$ cat src/rtl/bus_cycle_timer.sv
module bus_cycle_timer #(
  parameter int LINE_TICKS  = 1364,
  parameter int DOT_TICKS   = 4,
  parameter int STALL_AT    = 536,
  parameter int STALL_TICKS = 40,
  parameter int FAST_TICKS  = 6,
  parameter int SLOW_TICKS  = 8,
  parameter int XSLOW_TICKS = 12
) (
  input  logic        clk,
  input  logic        rst,
  input  logic        start,
  input  logic [23:0] addr,
  input  logic        is_mem,
  input  logic        fast_rom,
  output logic        ready,
  output logic        done,
  output logic [10:0] line_pos,
  output logic        dot_tick,
  output logic        line_start,
  output logic        stall
);
  localparam int POS_W = $clog2(LINE_TICKS);
  localparam int REM_W = $clog2(XSLOW_TICKS + STALL_TICKS + 1);
  localparam int STALL_END = STALL_AT + STALL_TICKS;

  logic [POS_W-1:0] pos;
  logic [REM_W-1:0] rem;
  logic [7:0]  bank;
  logic [15:0] off;
  logic low_bank, is_wram, is_joy, is_reg;
  logic [REM_W-1:0] base_len, total_len;
  logic [POS_W:0] first_t, last_t;
  logic hit;
  logic accept;

  assign bank     = addr[23:16];
  assign off      = addr[15:0];
  assign low_bank = ~bank[6];
  assign is_wram  = (bank[7:1] == 7'h3F) || (low_bank && off < 16'h2000);
  assign is_joy   = low_bank && (off[15:1] == 15'h200B);
  assign is_reg   = low_bank && off >= 16'h2000 && off < 16'h6000;

  always_comb begin
    if (!is_mem)       base_len = REM_W'(FAST_TICKS);
    else if (is_joy)   base_len = REM_W'(XSLOW_TICKS);
    else if (is_wram)  base_len = REM_W'(SLOW_TICKS);
    else if (is_reg)   base_len = REM_W'(FAST_TICKS);
    else if (addr[23] && fast_rom) base_len = REM_W'(FAST_TICKS);
    else               base_len = REM_W'(SLOW_TICKS);
  end

  assign first_t   = {1'b0, pos} + (POS_W+1)'(1);
  assign last_t    = {1'b0, pos} + (POS_W+1)'(base_len);
  assign hit       = (first_t < (POS_W+1)'(STALL_END)) && (last_t >= (POS_W+1)'(STALL_AT));
  assign total_len = hit ? base_len + REM_W'(STALL_TICKS) : base_len;

  assign ready    = (rem == '0);
  assign done     = (rem == REM_W'(1));
  assign accept   = start && ready;
  assign line_pos = 11'(pos);
  assign dot_tick = (int'(pos) % DOT_TICKS) == DOT_TICKS - 1;
  assign stall    = pos >= POS_W'(STALL_AT) && pos < POS_W'(STALL_END);

  always_ff @(posedge clk) begin
    if (rst) begin
      pos        <= '0;
      line_start <= 1'b0;
    end else begin
      pos        <= (pos == POS_W'(LINE_TICKS - 1)) ? '0 : pos + POS_W'(1);
      line_start <= (pos == POS_W'(LINE_TICKS - 1));
    end
  end

  always_ff @(posedge clk) begin
    if (rst)         rem <= '0;
    else if (accept) rem <= total_len;
    else if (!ready) rem <= rem - REM_W'(1);
  end


  done_then_ready_chk: assert property (@(posedge clk) disable iff (rst) done |=> ready);

  done_single_chk: assert property (@(posedge clk) disable iff (rst) done |=> !done);

  accept_busy_chk: assert property (@(posedge clk) disable iff (rst) accept |=> !ready);

  line_wrap_chk: assert property (@(posedge clk) disable iff (rst)
    (pos == POS_W'(LINE_TICKS - 1)) |=> (pos == '0 && line_start));

  stall_entry_chk: assert property (@(posedge clk) disable iff (rst)
    $rose(stall) |-> (pos == POS_W'(STALL_AT)));
endmodule

$ cat config.mk
export PLATFORM = sky130hd
export DESIGN_NAME = bus_cycle_timer
export DESIGN_NICKNAME = d
export VERILOG_FILES = /design/src/rtl/bus_cycle_timer.sv
export SDC_FILE = /design/constraint.sdc
export NUM_CORES = 1
export LEC_CHECK = 0
export CORE_AREA = 10 10 77 59
export DETAILED_ROUTE_END_ITERATION = 8
export DIE_AREA = 0 0 87 69
export GPL_TIMING_DRIVEN = 1
export PLACE_DENSITY = 0.75
export SLEW_MARGIN = 20
export SYNTH_ARGS = -nofsm -noshare
export SYNTH_HDL_FRONTEND = slang
export SYNTH_SLANG_ARGS = --single-unit
$ cat constraint.sdc
create_clock -name clk -period 4.6 [get_ports clk]
set_input_delay 0.92 -clock clk [delete_from_list [all_inputs] [get_ports clk]]
set_output_delay 0.92 -clock clk [all_outputs]
set_load 0.1 [all_outputs]
==> summary.txt <==
Run status
  • Status: finished, final reports clean

Global route
  • Vias in the first global route: 1366
  • Largest net degree at the start of global routing: 14
  • First-pass GRT wire length: 6620 um
  • Initial antenna violation count: 0
  • GR Util All Layers: 0.127
  • GR Overflow Total: 0

Clock network
  • CTS tree: done
  • Post-CTS Repair Setup Buffers: 0
  • Sink Count: 18
  • Clk_lat worst skew: 0.25 ns
  • Cts repair resizes: 0
  • H-tree levels: 1
  • CTS Hold Bufs: 0
  • Clk slew on worst S/H paths: 0.06 ns
  • CTS Root Buffer Type: clkbuf_8
  • CTS max path bufs: 2
  • CTS buffer count: 3

Logic synthesis
  • Synth Register Bits: 18
  • Synth Flop Type: dfxtp_1
  • Synth warnings: 0
  • Ys async rst share: 0
  • Mapped Cells: 167
  • Most frequent cell after synthesis: nor2_1
  • Top-area cell type share of the netlist area: 0.264
  • Synth Area per Inst: 8.17 sq um
  • Sequential share of the synthesized area: 0.264
  • Synth Net Count: 205
  • Dominant cells by area after synthesis: dfxtp_1, ha_1, nor2_1
  • Synth unique cells: 48
  • Commonest cells in the netlist: nor2_1, dfxtp_1, a21oi_1, nand2_1, xnor2_1
  • Area leader, netlist: dfxtp_1
  • Cell area after synthesis: 1370 sq um
  • Number of synthesized flops with an enable pin: 0

Timing
  • Setup violations, final: 0
  • Fin worst setup slack: 0.317 ns
  • Setup_tns: 0 ns
  • Fin. max-slew vios: 0
  • RSZ-0062 raised after global routing: no
  • Final min period: 4.28 ns
  • Slew margin rel.: 0.330
  • Tightest Pin Transition: 1.00 ns
  • Max Freq: 0.233 GHz
  • Final Skew: 0.00679 ns
  • Final Hold Viols: 0
  • Period Utilization, post-route: 0.931

Die
  • Core box area: 3080 sq um
  • Row cnt: 17
  • Chip width: 87 um
  • Starting Density: 0.443
  • Total die area: 6000 sq um
  • Die height: 69 um
  • Ports: 45

Detailed routing
  • Vias: 1410
  • Total wire length: 3900 um
  • Initial DRC count: 132
  • Initial DRT Pass Iterations: 4
  • Vias per cell: 5.83
  • Drt wl/cell: 16.1 um
  • Detail Route Antenna Nets: 0
  • DRC viols: 0

Power
  • Leakage: 0.650 nW
  • Worst VDD drop: 274 uV
  • Power Density: 365 nW/um^2

Place
  • Placed Cells incl. Taps: 238
  • Pre-CTS setup slack: 0.0780 ns
  • Placed inst area: 1740 sq um
  • Routability congestion estimate: 0.875
  • Hpwl dp: 3040 um
  • Port bufs: 37

Finish
  • Final nets: 243
  • Storage cell area: 360 sq um
  • P&R area growth vs syn: 31.3%
  • Area of the multi-input gates: 910 sq um
  • Filler cell count: 261
  • Layout cells sized above 1: 0.0931
  • Post-route cell area: 1790 sq um
  • # diodes: 0
  • Final std cells w/o fill: 242

Setup path
  • CP Class: input port to flip-flop
  • CP max FO: 5
  • Worst Setup End Kind: flip-flop
  • Crit path DAT: 4.44 ns
  • Startpoint class of the critical path: input port
  • CP max-delay cell: fa_1
  • CP most frequent cell: a21oi_1
  • Slowest stage delay, CP: 0.44 ns
  • Worst-path cell chain: clkdlybuf4s50_1 -> nor4b_1 -> nand3b_1 -> o31a_1 -> ha_1 -> fa_1 -> a21oi_1 -> buf_4 -> a21oi_1 -> o21a_1 -> o211ai_1 -> a32oi_2 -> ha_1 -> a21oi_1 -> a211oi_1
  • Required @ worst endpoint: 4.76 ns

Run
  • Number of max-cap violations: 0

Worst hold path
  • Hold WC Path Type: flip-flop to flip-flop
[through the flow]
| stage | power (W) | util | hold slack (ns) |
|---|---|---|---|
| global placement | 0.000515 | 0.563 | 0.448 |
| detailed placement | 0.000527 | 0.563 | 0.463 |
| CTS | 0.000656 | 0.581 | 0.476 |
| floorplan | 0.000447 | - | 0.527 |
| finish | 0.000654 | 0.581 | 0.473 |
| global route | 0.000702 | 0.581 | 0.500 |
[routing by layer]
metal | GRT usage | wire length (um)
met1 | 0.163 | 1690
met3 | 0.0293 | 388
met4 | 0.0357 | 36
met5 | 0 | 0
met2 | 0.204 | 1790
[where the power goes]
part           switching, W  total (W)  leakage (nW)  internal (W)
logic              0.000203   0.000316         0.475      0.000113
clock network     0.0000514   0.000127        0.0288     0.0000759
registers         0.0000276   0.000211         0.147      0.000183
total              0.000282   0.000654         0.650      0.000372
[flip-flops by register name, summed over array words and instances (netlist names)]
signal	flops
line_pos	11
line_start	1
rem	6
[cell usage in the layout, fill, tap and decap left out, types with 3 or more instances in the layout]
| cell | Yosys | layout |
|---|---|---|
| clkbuf_8 | 2 | 4 |
| nor4b_1 | 4 | 4 |
| xor2_1 | 3 | 3 |
| ha_1 | 8 | 8 |
| inv_1 | 9 | 9 |
| nand3_1 | 4 | 4 |
| dfxtp_1 | 18 | 18 |
| nand2_1 | 11 | 11 |
| nor2_1 | 26 | 26 |
| a211oi_1 | 5 | 5 |
| nor3_1 | 7 | 7 |
| xnor2_1 | 10 | 10 |
| o21ai_0 | 5 | 5 |
| a21oi_1 | 11 | 11 |
| nand4_1 | 4 | 4 |
| clkdlybuf4s50_1 | 0 | 37 |
[worst paths after layout]
path              cells past startpoint  slack [ns]     endpoint         from
setup / recovery                     15        0.32       rem[3]      addr[5]
hold / removal                        1        0.47  line_pos[0]  line_pos[0]
setup reg to reg                      9        1.93       rem[3]  line_pos[2]
hold reg to reg                       1        0.47  line_pos[0]  line_pos[0]
[cell families (layout without fill, tap and decap cells)]
group,Yosys count,after routing,synth area share
and+or+nand+nor,75,75,0.292
DFF,18,18,0.264
AOI/OAI and AO/OA,35,35,0.183
muxes,1,1,0.00733
xor gates and xnor gates,13,13,0.0834
buffers and inverters,15,52,0.0742
adders and majority gates,10,10,0.0953
[cell type report]
| cell class | instances | share of cell area |
|---|---|---|
| Clock buffer | 4 | 0.0307 |
| Inverter | 9 | 0.0189 |
| Multi-Input combinational cell | 134 | 0.508 |
| Sequential cell | 18 | 0.201 |
| Tap cell | 38 | 0.0265 |
| Timing Repair Buffer | 39 | 0.215 |
[worst max-delay path: cells and delay by family]
family / cells / cell delay [ns]
buffers and inverters: 2 / 0.58
and+or+nand+nor: 2 / 0.55
AOI/OAI and AO/OA: 8 / 1.43
adders and majority gates: 3 / 0.96
Power figures use the tool's default switching activity.
